==> config.mk <==
export PLATFORM = sky130hd
export DESIGN_NAME = xlate_walker
export DESIGN_NICKNAME = d
export VERILOG_FILES = /design/src/rtl/xlate_pkg.sv /design/src/rtl/xlate_tlb.sv /design/src/rtl/xlate_walk.sv /design/src/rtl/xlate_walker.sv
export SDC_FILE = /design/constraint.sdc
export NUM_CORES = 1
export LEC_CHECK = 0
export BUFFER_PORTS_ARGS = -buffer_cell sky130_fd_sc_hd__buf_4
export CORE_UTILIZATION = 58
export DETAILED_ROUTE_END_ITERATION = 8
export GPL_ROUTABILITY_DRIVEN = 0
export GPL_TIMING_DRIVEN = 0
export PLACE_DENSITY = 0.8
export SLEW_MARGIN = 5
export SYNTH_ARGS = -nofsm -noshare
export SYNTH_HDL_FRONTEND = slang
export SYNTH_HIERARCHICAL = 1
export SYNTH_SLANG_ARGS = --single-unit
export TNS_END_PERCENT = 10
==> constraint.sdc <==
create_clock -name clk -period 5 [get_ports clk]
set_clock_uncertainty 0.05 [all_clocks]
set_input_delay 0.5 -clock clk [delete_from_list [all_inputs] [get_ports clk]]
set_output_delay 0.5 -clock clk [all_outputs]
set_load 0.02 [all_outputs]
==> src/rtl/xlate_pkg.sv <==
package xlate_pkg;

    localparam int LA_W  = 32;
    localparam int OFS_W = 12;
    localparam int IDX_W = 10;
    localparam int PN_W  = LA_W - OFS_W;

    // Memory-resident entry layout (both levels)
    typedef struct packed {
        logic [PN_W-1:0]  frame;
        logic [OFS_W-4:0] spare;
        logic             usr;
        logic             wrt;
        logic             pres;
    } pte_t;

    // One cached translation with combined permissions
    typedef struct packed {
        logic [PN_W-1:0] vpn;
        logic [PN_W-1:0] pfn;
        logic            wrt;
        logic            usr;
    } tlb_ent_t;

    typedef struct packed {
        logic usr;
        logic wrt;
        logic prot;
    } fcause_t;

    typedef enum logic [2:0] {
        ST_IDLE,
        ST_DIR_RD,
        ST_DIR_WT,
        ST_TBL_RD,
        ST_TBL_WT
    } walk_st_e;

    function automatic logic access_ok(input logic wrt_ok, input logic usr_ok,
                                       input logic is_wr,  input logic is_usr);
        return !(is_wr && !wrt_ok) && !(is_usr && !usr_ok);
    endfunction

    function automatic logic [IDX_W-1:0] dir_idx(input logic [LA_W-1:0] la);
        return la[LA_W-1 -: IDX_W];
    endfunction

    function automatic logic [IDX_W-1:0] tbl_idx(input logic [LA_W-1:0] la);
        return la[OFS_W +: IDX_W];
    endfunction

    function automatic logic [LA_W-1:0] entry_addr(input logic [PN_W-1:0] base,
                                                   input logic [IDX_W-1:0] idx);
        return {base, idx, 2'b00};
    endfunction

    function automatic fcause_t mk_cause(input logic prot, input logic wrt, input logic usr);
        fcause_t c;
        c.prot = prot;
        c.wrt  = wrt;
        c.usr  = usr;
        return c;
    endfunction

endpackage

==> src/rtl/xlate_tlb.sv <==
module xlate_tlb
    import xlate_pkg::*;
#(
    parameter int ENTRIES = 4
) (
    input  logic            clk,
    input  logic            rst,
    input  logic            flush,
    input  logic [PN_W-1:0] lk_vpn,
    output logic            lk_hit,
    output logic [PN_W-1:0] lk_pfn,
    output logic            lk_wrt,
    output logic            lk_usr,
    input  logic            fill_en,
    input  tlb_ent_t        fill_ent
);

    localparam int PTR_W = (ENTRIES > 1) ? $clog2(ENTRIES) : 1;

    tlb_ent_t           ent_q [ENTRIES];
    logic [ENTRIES-1:0] vld_q;
    logic [ENTRIES-1:0] match;
    logic [PTR_W-1:0]   ptr_q;

    genvar gi;
    generate
        for (gi = 0; gi < ENTRIES; gi++) begin : g_slot
            assign match[gi] = vld_q[gi] && (ent_q[gi].vpn == lk_vpn);
        end
    endgenerate

    assign lk_hit = |match;

    always_comb begin
        lk_pfn = '0;
        lk_wrt = 1'b0;
        lk_usr = 1'b0;
        for (int i = 0; i < ENTRIES; i++) begin
            if (match[i]) begin
                lk_pfn = lk_pfn | ent_q[i].pfn;
                lk_wrt = lk_wrt | ent_q[i].wrt;
                lk_usr = lk_usr | ent_q[i].usr;
            end
        end
    end

    // Valid bits and round-robin victim pointer; flush restarts at slot 0
    always_ff @(posedge clk) begin
        if (rst || flush) begin
            vld_q <= '0;
            ptr_q <= '0;
        end else if (fill_en) begin
            vld_q[ptr_q] <= 1'b1;
            ptr_q <= (ptr_q == PTR_W'(ENTRIES - 1)) ? '0 : ptr_q + PTR_W'(1);
        end
    end

    always_ff @(posedge clk) begin
        if (fill_en && !flush) begin
            ent_q[ptr_q] <= fill_ent;
        end
    end

endmodule

==> src/rtl/xlate_walk.sv <==
module xlate_walk
    import xlate_pkg::*;
(
    input  logic            clk,
    input  logic            rst,
    input  logic            req_valid,
    input  logic [LA_W-1:0] req_addr,
    input  logic            req_write,
    input  logic            req_user,
    output logic            req_ready,
    input  logic            cfg_busy,
    input  logic            pg_en,
    input  logic [PN_W-1:0] root_pfn,
    input  logic            tlb_hit,
    input  logic [PN_W-1:0] tlb_pfn,
    input  logic            tlb_wrt,
    input  logic            tlb_usr,
    output logic            fill_en,
    output tlb_ent_t        fill_ent,
    output logic            mem_rd_valid,
    output logic [LA_W-1:0] mem_rd_addr,
    input  logic            mem_rsp_valid,
    input  logic [LA_W-1:0] mem_rsp_data,
    output logic            rsp_valid,
    output logic [LA_W-1:0] rsp_paddr,
    output logic            rsp_fault,
    output fcause_t         rsp_cause
);

    walk_st_e        st_q;
    logic [LA_W-1:0] la_q;
    logic            wr_q;
    logic            usr_q;
    logic [PN_W-1:0] root_q;
    logic [PN_W-1:0] dir_frame_q;
    logic            dir_wrt_q;
    logic            dir_usr_q;

    pte_t fetched;
    logic spare_unused;
    assign fetched      = pte_t'(mem_rsp_data);
    assign spare_unused = ^fetched.spare;

    logic accept;
    logic hit_ok;
    logic comb_wrt;
    logic comb_usr;
    logic leaf_ok;
    logic leaf_done;

    assign req_ready = (st_q == ST_IDLE) && !cfg_busy;
    assign accept    = req_valid && req_ready;
    assign hit_ok    = access_ok(tlb_wrt, tlb_usr, req_write, req_user);
    assign comb_wrt  = dir_wrt_q && fetched.wrt;
    assign comb_usr  = dir_usr_q && fetched.usr;
    assign leaf_ok   = access_ok(comb_wrt, comb_usr, wr_q, usr_q);
    assign leaf_done = (st_q == ST_TBL_WT) && mem_rsp_valid;

    // Cache fill on every walk that reaches a present leaf
    assign fill_en      = leaf_done && fetched.pres;
    assign fill_ent.vpn = la_q[LA_W-1:OFS_W];
    assign fill_ent.pfn = fetched.frame;
    assign fill_ent.wrt = comb_wrt;
    assign fill_ent.usr = comb_usr;

    always_comb begin
        mem_rd_valid = 1'b0;
        mem_rd_addr  = '0;
        case (st_q)
            ST_DIR_RD: begin
                mem_rd_valid = 1'b1;
                mem_rd_addr  = entry_addr(root_q, dir_idx(la_q));
            end
            ST_TBL_RD: begin
                mem_rd_valid = 1'b1;
                mem_rd_addr  = entry_addr(dir_frame_q, tbl_idx(la_q));
            end
            default: ;
        endcase
    end

    always_ff @(posedge clk) begin
        if (rst) begin
            st_q        <= ST_IDLE;
            la_q        <= '0;
            wr_q        <= 1'b0;
            usr_q       <= 1'b0;
            root_q      <= '0;
            dir_frame_q <= '0;
            dir_wrt_q   <= 1'b0;
            dir_usr_q   <= 1'b0;
            rsp_valid   <= 1'b0;
            rsp_paddr   <= '0;
            rsp_fault   <= 1'b0;
            rsp_cause   <= '0;
        end else begin
            rsp_valid <= 1'b0;
            case (st_q)
                ST_IDLE: begin
                    if (accept) begin
                        la_q   <= req_addr;
                        wr_q   <= req_write;
                        usr_q  <= req_user;
                        root_q <= root_pfn;
                        if (!pg_en) begin
                            rsp_valid <= 1'b1;
                            rsp_paddr <= req_addr;
                            rsp_fault <= 1'b0;
                            rsp_cause <= '0;
                        end else if (tlb_hit) begin
                            rsp_valid <= 1'b1;
                            if (hit_ok) begin
                                rsp_paddr <= {tlb_pfn, req_addr[OFS_W-1:0]};
                                rsp_fault <= 1'b0;
                                rsp_cause <= '0;
                            end else begin
                                rsp_paddr <= req_addr;
                                rsp_fault <= 1'b1;
                                rsp_cause <= mk_cause(1'b1, req_write, req_user);
                            end
                        end else begin
                            st_q <= ST_DIR_RD;
                        end
                    end
                end
                ST_DIR_RD: st_q <= ST_DIR_WT;
                ST_DIR_WT: begin
                    if (mem_rsp_valid) begin
                        if (!fetched.pres) begin
                            st_q      <= ST_IDLE;
                            rsp_valid <= 1'b1;
                            rsp_paddr <= la_q;
                            rsp_fault <= 1'b1;
                            rsp_cause <= mk_cause(1'b0, wr_q, usr_q);
                        end else begin
                            st_q        <= ST_TBL_RD;
                            dir_frame_q <= fetched.frame;
                            dir_wrt_q   <= fetched.wrt;
                            dir_usr_q   <= fetched.usr;
                        end
                    end
                end
                ST_TBL_RD: st_q <= ST_TBL_WT;
                ST_TBL_WT: begin
                    if (mem_rsp_valid) begin
                        st_q      <= ST_IDLE;
                        rsp_valid <= 1'b1;
                        if (!fetched.pres) begin
                            rsp_paddr <= la_q;
                            rsp_fault <= 1'b1;
                            rsp_cause <= mk_cause(1'b0, wr_q, usr_q);
                        end else if (!leaf_ok) begin
                            rsp_paddr <= la_q;
                            rsp_fault <= 1'b1;
                            rsp_cause <= mk_cause(1'b1, wr_q, usr_q);
                        end else begin
                            rsp_paddr <= {fetched.frame, la_q[OFS_W-1:0]};
                            rsp_fault <= 1'b0;
                            rsp_cause <= '0;
                        end
                    end
                end
                default: st_q <= ST_IDLE;
            endcase
        end
    end

endmodule

==> src/rtl/xlate_walker.sv <==
module xlate_walker
    import xlate_pkg::*;
#(
    parameter int TLB_ENTRIES = 4
) (
    input  logic            clk,
    input  logic            rst,
    input  logic            req_valid,
    input  logic [LA_W-1:0] req_addr,
    input  logic            req_write,
    input  logic            req_user,
    output logic            req_ready,
    input  logic            cfg_wr,
    input  logic [PN_W-1:0] cfg_root_pfn,
    input  logic            cfg_paging,
    output logic            mem_rd_valid,
    output logic [LA_W-1:0] mem_rd_addr,
    input  logic            mem_rsp_valid,
    input  logic [LA_W-1:0] mem_rsp_data,
    output logic            rsp_valid,
    output logic [LA_W-1:0] rsp_paddr,
    output logic            rsp_fault,
    output logic [2:0]      rsp_cause
);

    logic [PN_W-1:0] root_q;
    logic            pg_q;

    // Privileged configuration register
    always_ff @(posedge clk) begin
        if (rst) begin
            root_q <= '0;
            pg_q   <= 1'b0;
        end else if (cfg_wr) begin
            root_q <= cfg_root_pfn;
            pg_q   <= cfg_paging;
        end
    end

    logic            tlb_hit;
    logic [PN_W-1:0] tlb_pfn;
    logic            tlb_wrt;
    logic            tlb_usr;
    logic            fill_en;
    tlb_ent_t        fill_ent;
    fcause_t         cause_s;

    xlate_tlb #(
        .ENTRIES (TLB_ENTRIES)
    ) u_tlb (
        .clk      (clk),
        .rst      (rst),
        .flush    (cfg_wr),
        .lk_vpn   (req_addr[LA_W-1:OFS_W]),
        .lk_hit   (tlb_hit),
        .lk_pfn   (tlb_pfn),
        .lk_wrt   (tlb_wrt),
        .lk_usr   (tlb_usr),
        .fill_en  (fill_en),
        .fill_ent (fill_ent)
    );

    xlate_walk u_walk (
        .clk           (clk),
        .rst           (rst),
        .req_valid     (req_valid),
        .req_addr      (req_addr),
        .req_write     (req_write),
        .req_user      (req_user),
        .req_ready     (req_ready),
        .cfg_busy      (cfg_wr),
        .pg_en         (pg_q),
        .root_pfn      (root_q),
        .tlb_hit       (tlb_hit),
        .tlb_pfn       (tlb_pfn),
        .tlb_wrt       (tlb_wrt),
        .tlb_usr       (tlb_usr),
        .fill_en       (fill_en),
        .fill_ent      (fill_ent),
        .mem_rd_valid  (mem_rd_valid),
        .mem_rd_addr   (mem_rd_addr),
        .mem_rsp_valid (mem_rsp_valid),
        .mem_rsp_data  (mem_rsp_data),
        .rsp_valid     (rsp_valid),
        .rsp_paddr     (rsp_paddr),
        .rsp_fault     (rsp_fault),
        .rsp_cause     (cause_s)
    );

    assign rsp_cause = cause_s;

endmodule

==> summary.txt, run 1 <==
Run status
  – Outcome: completed

Logic synthesis
  – Post-synthesis sequential area ratio: 0.583
  – Post-synth top area share: 0.372
  – Syn. warnings: 6
  – Register bit total from synthesis: 311
  – Area leader, netlist: edfxtp_1
  – Post-synth cell types: 53
  – Fraction of registers with async set/reset: 0
  – Syn_area_per_cell: 11.0 um^2
  – Syn Std Cell Area: 13600 um^2
  – EDFF count, synth: 168
  – Top FF cell, synth: edfxtp_1
  – Mapped Cells: 1234
  – Top cells by area, synth: edfxtp_1, dfxtp_1, nand2_1

Placed design
  – Pre-CTS setup slack: 1.06 ns
  – Buffers on Ports: 151
  – Post-DP Area: 15200 um^2
  – Post-detail-place hpwl: 27100 um

Routing
  – Drt first pass iters: 7
  – Routed vias: 10400
  – Vias per inst: 5.93
  – Residual DRC: 0
  – 1st-iter DRT viols: 1077
  – Routed wire length: 37200 um
  – Per-cell routed wire length: 21.1 um
  – Final ANT Viol Nets: 0

Worst setup path
  – R2R Setup Slk: 1.36 ns
  – Delay-heaviest family, CP: simple AND/OR/NAND/NOR gates
  – Critical path buffer and inverter count: 2
  – Worst Path Required: 5.34 ns
  – Worst reg2reg path depth: 10
  – Crit-path cells: o21ai_1 > nor4_2 > buf_2 > nand3_1 > nand3_1 > nand2b_1 > or4b_4 > a31oi_4 > buf_2 > a311oi_2
  – Worst r2r src: u_tlb/vld_q[3]$_SDFFE_PP0P_
  – Crit path largest cell delay: 0.73 ns
  – CP max stage cell: nor4_2
  – Endpoint kind of the worst setup timing path: flop
  – Kind of start point of the critical path: flop
  – Reg2reg end: u_walk/rsp_paddr[27]$_SDFFE_PP0P_
  – Crit Path Max Fanout: 10
  – Critical path arrival: 3.98 ns
  – Setup CP Type: reg2reg

CTS
  – Hold-fix buffers, CTS: 0
  – Register clock-pin slew on the reported worst setup and hold paths: 0.06 ns
  – Clk_lat worst skew: 0.55 ns
  – Post-cts repair resize count: 0
  – TritonCTS Buffers: 31
  – CTS tree: built
  – H-tree levels: 1
  – Root Buffer Master: clkbuf_16
  – Worst-case clock buffer depth: 3
  – Setup Fix Bufs, Post-CTS: 0
  – Clk sinks: 311

Floorplan
  – # rows: 55
  – Ports: 163
  – Die Height: 155 um
  – Total core area: 22800 um^2
  – Initial Util: 0.595
  – DIE WIDTH: 155 um
  – Die area: 24000 um^2

STA
  – Final Cycle Share: 0.729
  – Max Fclk: 274 MHz
  – Slew at the pin with the worst max-slew slack: 1.43 ns
  – RSZ-0062 raised after global routing: no
  – Final setup viols: 0
  – Endpoints failing hold: 0
  – PnR worst setup slack: 1.36 ns
  – Worst slew margin relative to its limit: 0.0393
  – Max Slew Vio Count: 0
  – Fin crit period: 3.64 ns

Power and ir drop
  – Power, Total: 5.46 mW
  – Maximum VDD drop: 0.000268 V
  – Pwr dens: 338 nW/um^2
  – Leak: 5.82 nW

Global routing
  – Pin count of the biggest net entering global routing: 27
  – Initial antenna violation count: 0
  – Global route overflow: 0
  – GR Util All Layers: 0.309
  – Vias in the first global route: 10100
  – First-pass GRT wire length: 56000 um

Worst hold path
  – Hold path start: rst
  – WHS Path Cells: 2
  – Hold EP: root_q[17]$_SDFFE_PP0P_
  – HP Class: in2reg

Finish
  – Antenna cells: 0
  – Final Cell Area: 16200 um^2
  – Share of post-route cells with drive strength above 1: 0.231
  – Nets: 1519
  – Area growth, synth to finish: 19.3%

Run
  – # Max-Cap Violations: 0
metal layers:
metal  share of wire  GRT usage  vias up
li1                -          -     4729
met1            0.37      0.396     4982
met2            0.48      0.515      613
met3           0.095     0.0493      106
met4           0.050      0.144        0
met5               0          0        -
metrics by stage:
| step | setup TNS [ns] | hold slack, ns | instances | utilization |
|---|---|---|---|---|
| final | 0 | 0.120 | 1760 | 0.710 |
| after global routing | 0 | 0.139 | 1760 | 0.710 |
| after CTS | 0 | 0.111 | 1760 | 0.710 |
| after detailed placement | 0 | 0.396 | 1703 | 0.667 |
| after global placement | -9.18 | 0.387 | 1699 | 0.662 |
| after floorplan | 0 | 0.379 | 1235 | - |
worst register-to-register path: cells and delay by family, from the launching register on:
kind            cells  cell delay (ns)
compound gates      3             0.67
simple gates        5             1.57
flops               1             0.43
buf+inv             2             0.77
layout make-up:
class                      count  area (um^2)
buffer                       140          845
clock buffer                  46          893
clock inverter                11         81.3
fill                        1616         6610
inverter                      14         52.6
multi-input combinational    770         4790
sequential                   311         7910
tap                          313          392
timing repair buffer         155         1210
cells in the final DEF (no fill, tap or decap), drive strengths merged, types with 15 or more instances in the layout:
| cell type | instances |
|---|---|
| a21oi | 83 |
| a311oi | 20 |
| inv | 15 |
| edfxtp | 168 |
| a221oi | 20 |
| a211oi | 16 |
| nand3 | 75 |
| nor2 | 106 |
| nand2 | 178 |
| buf | 247 |
| dfxtp | 143 |
| xnor2 | 71 |
| and3 | 22 |
| mux2i | 65 |
| nand4 | 59 |
| clkbuf | 94 |
Yosys cell counts, types with 3 or more instances:
library cell	count
nand2_1	178
edfxtp_1	168
dfxtp_1	143
nor2_1	106
a21oi_1	83
nand3_1	75
xnor2_1	69
mux2i_1	65
nand4_1	58
buf_4	47
clkbuf_1	46
buf_2	28
and3_1	22
a221oi_1	20
a311oi_2	18
inv_1	13
a211oi_1	12
buf_6	11
xor2_1	7
a211oi_2	4
buf_1	4
ha_1	4
nand2b_1	4
nor4_1	4
and2_1	3
nor4_2	3
nor4_4	3
o22ai_1	3
sequential cells by signal (all words and copies together), names as in the netlist, 2 cells and up:
name                cells
root_q                 20
u_tlb/ent_q           168
u_tlb/ptr_q             2
u_tlb/vld_q             4
u_walk/dir_frame_q     20
u_walk/la_q            32
u_walk/root_q          20
u_walk/rsp_cause        3
u_walk/rsp_paddr       32
u_walk/st_q             3
logic make-up after synthesis:
kind of cell	synth area share
flip-flops	0.583
other	0.000277
XOR/XNOR	0.0515
AO/OA/AOI/OAI	0.0854
AND/OR/NAND/NOR	0.161
adder cells (fa/ha/maj)	0.00369
multiplexers	0.0488
buffers and inverters	0.0662
worst max path at each step:
stage	start	to	slack, ns	cells past startpoint
3_3_place_gp	u_walk/st_q[0]$_SDFFE_PP0P_	u_tlb/ent_q[0][6]$_DFFE_PP_	-0.13	7
5_1_grt	u_tlb/vld_q[3]$_SDFFE_PP0P_	u_walk/rsp_paddr[8]$_SDFFE_PP0P_	1.28	10
4_1_cts	u_tlb/vld_q[3]$_SDFFE_PP0P_	u_walk/rsp_paddr[27]$_SDFFE_PP0P_	1.45	10
3_5_place_dp	req_addr[25]	u_walk/rsp_paddr[28]$_SDFFE_PP0P_	1.06	11
2_1_floorplan	u_walk/st_q[0]$_SDFFE_PP0P_	u_tlb/ent_q[0][0]$_DFFE_PP_	1.54	7
6_report	u_tlb/vld_q[3]$_SDFFE_PP0P_	u_walk/rsp_paddr[27]$_SDFFE_PP0P_	1.36	10
power by group:
part           switching, mW  internal, mW  total, mW
clock network          0.937          1.28       2.22
logic                  0.268         0.197      0.466
registers             0.0397          2.74       2.78
Power figures use the tool's default switching activity.
==> run 2, diff against run 1 <==
==> constraint.sdc (replaced) <==
create_clock -name clk -period 3.5 [get_ports clk]
set_clock_uncertainty 0.05 [all_clocks]
set_input_delay 0.35 -clock clk [delete_from_list [all_inputs] [get_ports clk]]
set_output_delay 0.35 -clock clk [all_outputs]
set_load 0.02 [all_outputs]
==> summary.txt, run 2 (synthesis gave the netlist of run 1 again) <==
Run status
  – Outcome: completed

Global routing
  – GR Util All Layers: 0.314 (+0.00541)
  – Global route overflow: 0 (unchanged)
  – Pin count of the biggest net entering global routing: 27 (unchanged)
  – Vias in the first global route: 10200 (+1.7%)
  – First-pass GRT wire length: 56900 um (+1.7%)
  – Initial antenna violation count: 0 (unchanged)

STA
  – Slew at the pin with the worst max-slew slack: 1.44 ns (+0.0118 ns)
  – PnR worst setup slack: 0.123 ns (-1.23 ns)
  – Max Slew Vio Count: 0 (unchanged)
  – Final Cycle Share: 0.965 (+0.236)
  – Final setup TNS: 0 ns (unchanged)
  – Final setup viols: 0 (unchanged)
  – Final hold slack: 0.00832 ns (-0.112 ns)
  – Max Fclk: 296 MHz (+7.9%)
  – Worst slew margin relative to its limit: 0.0314 (-0.00790)
  – Endpoints failing hold: 0 (unchanged)
  – Fin crit period: 3.38 ns (-0.267 ns)

Routing
  – Per-cell routed wire length: 21.2 um (+0.51%)
  – Final ANT Viol Nets: 0 (unchanged)
  – 1st-iter DRT viols: 1087 (+0.93%)
  – Drt first pass iters: 5 (-2)
  – Routed vias: 10500 (+1.1%)
  – Vias per inst: 5.90 (-0.37%)
  – Routed wire length: 37900 um (+2.0%)
  – Residual DRC: 0 (unchanged)

CTS
  – TritonCTS Buffers: 31 (unchanged)
  – Root Buffer Master: clkbuf_16
  – Register clock-pin slew on the reported worst setup and hold paths: 0.06 ns (about the same)
  – H-tree levels: 1 (unchanged)
  – Clk_lat worst skew: 0.55 ns (about the same)
  – Clk sinks: 311 (unchanged)
  – CTS tree: built
  – Worst-case clock buffer depth: 3 (unchanged)

Floorplan
  – Initial Util: 0.595 (unchanged)
  – Die Height: 155 um (unchanged)
  – # rows: 55 (unchanged)
  – Total core area: 22800 um^2 (unchanged)
  – DIE WIDTH: 155 um (unchanged)
  – Ports: 163 (unchanged)
  – Die area: 24000 um^2 (unchanged)

Worst setup path
  – Crit Path Max Fanout: 10 (unchanged)
  – Crit-path cells: xnor2_1 > nand4_1 > nor4_4 > buf_2 > nand3_1 > nand4_1 > o22a_1 > a21oi_1 > clkbuf_1 > a221oi_1 > a311oi_2
  – Most used cell, CP: nand4_1
  – Kind of start point of the critical path: flop
  – R2R Setup Slk: 0.12 ns (-1.23 ns)
  – Setup CP Type: reg2reg
  – Worst Path Required: 3.84 ns (-1.50 ns)
  – Endpoint kind of the worst setup timing path: flop
  – CP max stage cell: a221oi_1
  – Reg2reg end: u_walk/rsp_paddr[29]$_SDFFE_PP0P_
  – Worst reg2reg path depth: 11 (+1)
  – Worst r2r src: u_tlb/ent_q[0][30]$_DFFE_PP_
  – Critical path arrival: 3.72 ns (-0.26 ns)
  – Crit path largest cell delay: 0.50 ns (-0.23 ns)

Finish
  – Area growth, synth to finish: 21.5%
  – Final Cell Area: 16500 um^2 (+1.9%)
  – Commonest non-fill, non-tap cell in the layout: buf_4
  – Largest registers: u_tlb/ent_q (168), u_walk/la_q (32), u_walk/rsp_paddr (32)
  – Antenna cells: 0 (unchanged)
  – Nets: 1545 (+1.7%)
  – Share of post-route cells with drive strength above 1: 0.232 (+0.000678)
  – Most flops, register: u_tlb/ent_q
  – Fin cells: 1786 (+1.5%)
  – Most frequent cells in the layout: buf_4, nand2_1, edfxtp_1, dfxtp_1, nor2_1
  – Largest register FFs: 168 (unchanged)
  – Final core utilization: 0.723 (+0.0132)

Power and ir drop
  – Leak: 5.95 nW (+2.3%)
  – Pwr dens: 476 nW/um^2 (+41%)
  – Power, Total: 7.84 mW (+44%)
  – Maximum VDD drop: 0.000394 V (+47%)

Placed design
  – Inst Count DP: 1703 (unchanged)
  – Post-DP Area: 15200 um^2 (unchanged)
  – Buffers on Ports: 151 (unchanged)
  – Post-detail-place hpwl: 27100 um (unchanged)
  – Pre-CTS setup slack: -0.288 ns (-1.35 ns)

Worst hold path
  – WHS Path Cells: 3 (+1)
  – Hold EP: root_q[0]$_SDFFE_PP0P_
  – HP Class: in2reg
  – Hold path start: cfg_root_pfn[0]

Run
  – # Max-Cap Violations: 0 (unchanged)
==> run 2: cell type report <==
| type | instances | area [um^2] |
|---|---|---|
| inverter | 14 | 52.6 |
| timing repair buffer | 181 | 1480 |
| multi-input combinational | 770 | 4820 |
| buffer | 140 | 853 |
| fill | 1568 | 6300 |
| clock buffer | 46 | 893 |
| sequential | 311 | 7910 |
| clock inverter | 11 | 81.3 |
| tap | 313 | 392 |
==> run 2: critical path, delay by kind of cell, from the launching register on <==
family          cells  cell delay (ns)
flops               1             0.39
buf+inv             2             0.59
compound gates      4             0.98
xor+xnor            1             0.21
simple gates        4             1.00
==> run 2: worst max-delay path by stage <==
stage / startpoint / to / slack, ns
6_report: u_tlb/ent_q[0][30]$_DFFE_PP_ / u_walk/rsp_paddr[29]$_SDFFE_PP0P_ / 0.12
3_3_place_gp: u_walk/st_q[0]$_SDFFE_PP0P_ / u_tlb/ent_q[0][6]$_DFFE_PP_ / -1.63
5_1_grt: u_tlb/ent_q[2][40]$_DFFE_PP_ / u_walk/rsp_paddr[29]$_SDFFE_PP0P_ / -0.03
2_1_floorplan: u_walk/st_q[0]$_SDFFE_PP0P_ / u_tlb/ent_q[0][0]$_DFFE_PP_ / 0.04
4_1_cts: u_tlb/ent_q[1][27]$_DFFE_PP_ / u_walk/rsp_paddr[28]$_SDFFE_PP0P_ / 0.02
3_5_place_dp: req_addr[25] / u_walk/rsp_paddr[28]$_SDFFE_PP0P_ / -0.29
==> run 2: power breakdown <==
part | total (mW) | internal (mW) | switching, mW | leakage (nW)
registers | 3.97 | 3.91 | 0.0573 | 2.72
logic | 0.696 | 0.304 | 0.392 | 2.75
clock network | 3.17 | 1.83 | 1.35 | 0.484
total | 7.84 | 6.04 | 1.79 | 5.95
==> run 2: what timing repair did <==
item,CTS,global route
hold endpoints to repair,20,1
resized for setup,2,7
hold buffers,21,1
setup endpoints to repair,10,35
pin swaps,2,3
setup buffers,3,1
==> run 2: layer usage <==
metal / global-route usage / share of wire / vias to the layer above / wire length [um]
li1: - / - / 4783 / -
met2: 0.526 / 0.49 / 576 / 18400
met5: 0 / 0 / - / 0
met3: 0.0521 / 0.087 / 109 / 3290
met1: 0.398 / 0.38 / 5077 / 14300
met4: 0.153 / 0.049 / 0 / 1870
==> run 3, diff against run 2 <==
--- a/config.mk
+++ b/config.mk
@@ -6,11 +6,12 @@
 export NUM_CORES = 1
 export LEC_CHECK = 0
 export BUFFER_PORTS_ARGS = -buffer_cell sky130_fd_sc_hd__buf_4
-export CORE_UTILIZATION = 58
+export CORE_UTILIZATION = 63
+export CTS_CLUSTER_SIZE = 16
 export DETAILED_ROUTE_END_ITERATION = 8
 export GPL_ROUTABILITY_DRIVEN = 0
 export GPL_TIMING_DRIVEN = 0
-export PLACE_DENSITY = 0.8
+export PLACE_DENSITY = 0.85
 export SLEW_MARGIN = 5
 export SYNTH_ARGS = -nofsm -noshare
 export SYNTH_HDL_FRONTEND = slang
==> constraint.sdc (replaced) <==
create_clock -name clk -period 4.1 [get_ports clk]
set_clock_uncertainty 0.05 [all_clocks]
set_input_delay 0.41 -clock clk [delete_from_list [all_inputs] [get_ports clk]]
set_output_delay 0.41 -clock clk [all_outputs]
set_load 0.02 [all_outputs]
==> summary.txt, run 3 (synthesis gave the netlist of run 1 again) <==
CTS
  – Setup Fix Bufs, Post-CTS: 0 (-3)
  – Clk sinks: 311 (unchanged)
  – Register clock-pin slew on the reported worst setup and hold paths: 0.06 ns (about the same)
  – Post-cts repair resize count: 0 (-2)
  – TritonCTS Buffers: 31 (unchanged)
  – H-tree levels: 1 (unchanged)
  – Worst-case clock buffer depth: 3 (unchanged)
  – Clk_lat worst skew: 0.55 ns (about the same)
  – Root Buffer Master: clkbuf_16
  – Hold-fix buffers, CTS: 0 (-100%)
  – CTS tree: built

Finish
  – Largest register FFs: 168 (unchanged)
  – Antenna cells: 0 (unchanged)
  – Share of post-route cells with drive strength above 1: 0.232 (about the same)
  – Final core utilization: 0.764 (+0.0406)
  – Fillcell total: 1348 (-14%)
  – Largest registers: u_tlb/ent_q (168), u_walk/la_q (32), u_walk/rsp_paddr (32)
  – Nets: 1519 (-1.7%)
  – Most frequent cells in the layout: buf_4, nand2_1, edfxtp_1, dfxtp_1, nor2_1
  – Area growth, synth to finish: 18.8%
  – Commonest non-fill, non-tap cell in the layout: buf_4
  – Most flops, register: u_tlb/ent_q

Worst setup path
  – Crit-path cells: xnor2_1 > nand4_1 > nor4_4 > buf_6 > nand3_1 > nand3_1 > nand2b_1 > or4b_4 > a31oi_4 > buf_6 > nor2_1 > a211oi_1
  – Crit path largest cell delay: 0.59 ns (+0.09 ns)
  – Kind of start point of the critical path: flop
  – Worst Path Required: 4.47 ns (+0.63 ns)
  – Crit Path Max Fanout: 10 (unchanged)
  – Worst Setup SP: u_tlb/ent_q[3][24]$_DFFE_PP_
  – CP max stage cell: nor4_4
  – Endpoint kind of the worst setup timing path: flop
  – Critical path arrival: 4.19 ns (+0.47 ns)
  – Setup CP Type: reg2reg
  – Worst r2r src: u_tlb/ent_q[3][24]$_DFFE_PP_
  – R2R Setup Slk: 0.28 ns (+0.16 ns)

Floorplan
  – Total core area: 21100 um^2 (-7.4%)
  – Die area: 22100 um^2 (-7.8%)
  – Ports: 163 (unchanged)
  – # rows: 53 (-3.6%)
  – Die Height: 149 um (-4.0%)
  – DIE WIDTH: 149 um (-4.0%)
  – Initial Util: 0.643 (+0.0477)

Routing
  – Routed wire length: 38200 um (+0.69%)
  – Final ANT Viol Nets: 0 (unchanged)
  – Drt first pass iters: 6 (+1)
  – Residual DRC: 0 (unchanged)
  – Vias per inst: 6.19 (+4.9%)
  – Routed vias: 10700 (+1.1%)
  – 1st-iter DRT viols: 1250 (+15%)
  – Per-cell routed wire length: 22.2 um (+4.4%)

Run status
  – Outcome: completed

Placed design
  – Buffers on Ports: 151 (unchanged)
  – Post-detail-place hpwl: 27000 um (-0.10%)
  – Pre-CTS setup slack: 0.171 ns (+0.459 ns)

STA
  – Slew at the pin with the worst max-slew slack: 1.33 ns (-0.106 ns)
  – Fin crit period: 3.82 ns (+0.444 ns)
  – Worst slew margin relative to its limit: 0.103 (+0.0713)
  – Final Cycle Share: 0.932 (-0.0330)
  – PnR worst setup slack: 0.279 ns (+0.156 ns)
  – Max Fclk: 262 MHz (-12%)
  – Endpoints failing hold: 0 (unchanged)
  – Final setup TNS: 0 ns (unchanged)
  – Final setup viols: 0 (unchanged)
  – RSZ-0062 raised after global routing: no
  – Max Slew Vio Count: 0 (unchanged)

Worst hold path
  – HP Class: in2reg
  – Hold path start: rst

Global routing
  – Global route overflow: 0 (unchanged)
  – GR Util All Layers: 0.344 (+0.0296)
  – Initial antenna violation count: 0 (unchanged)
  – First-pass GRT wire length: 56600 um (-0.62%)
  – Pin count of the biggest net entering global routing: 29 (+7.4%)
  – Vias in the first global route: 10200 (-0.098%)

Power and ir drop
  – Pwr dens: 410 nW/um^2 (-14%)
  – Maximum VDD drop: 0.000351 V (-11%)
  – Leak: 5.81 nW (-2.4%)

Run
  – # Max-Cap Violations: 0 (unchanged)
run 3: worst max-delay path, delay by kind of cell (launching register included):
| family | cells | cell delay (ns) |
|---|---|---|
| compound gates | 2 | 0.75 |
| flops | 1 | 0.40 |
| buf+inv | 2 | 0.44 |
| xor+xnor | 1 | 0.33 |
| simple gates | 7 | 1.72 |
run 3: final timing paths:
kind / to / depth (start not counted)
worst min register to register: u_walk/root_q[11]$_SDFFE_PP0P_ / 2
worst min-delay path: root_q[17]$_SDFFE_PP0P_ / 2
worst max-delay path: u_walk/rsp_paddr[9]$_SDFFE_PP0P_ / 12
worst max register to register: u_walk/rsp_paddr[9]$_SDFFE_PP0P_ / 12
run 3: metrics by stage:
stage	instance area [um^2]	total power, mW	hold WS [ns]	cells
finish	16100	6.61	0.0375	1722
CTS	16100	6.61	0.0268	1722
floorplan	13600	3.77	0.379	1235
global placement	15000	3.99	0.387	1661
detailed placement	15100	4.01	0.397	1665
global route	16100	6.78	0.0388	1722
run 3: routing by layer:
metal / up-vias / track usage / share of wire
met5: - / 0 / 0
met1: 5121 / 0.435 / 0.37
met2: 677 / 0.577 / 0.49
li1: 4736 / - / -
met3: 128 / 0.0497 / 0.091
met4: 0 / 0.175 / 0.054
run 3: layout make-up:
type / count / area (um^2) / share of cell area
buffer: 140 / 845 / 0.0524
clock buffer: 42 / 873 / 0.0542
clock inverter: 15 / 83.8 / 0.00520
inverter: 14 / 52.6 / 0.00326
sequential: 311 / 7910 / 0.491
timing repair buffer: 155 / 1210 / 0.0754
tap: 275 / 344 / 0.0214
multi-input combinational: 770 / 4790 / 0.297
run 3: power breakdown:
part	internal, mW	switching, mW	total, mW
logic	0.241	0.332	0.573
registers	3.34	0.0504	3.39
clock network	1.49	1.16	2.65
total	5.07	1.54	6.61
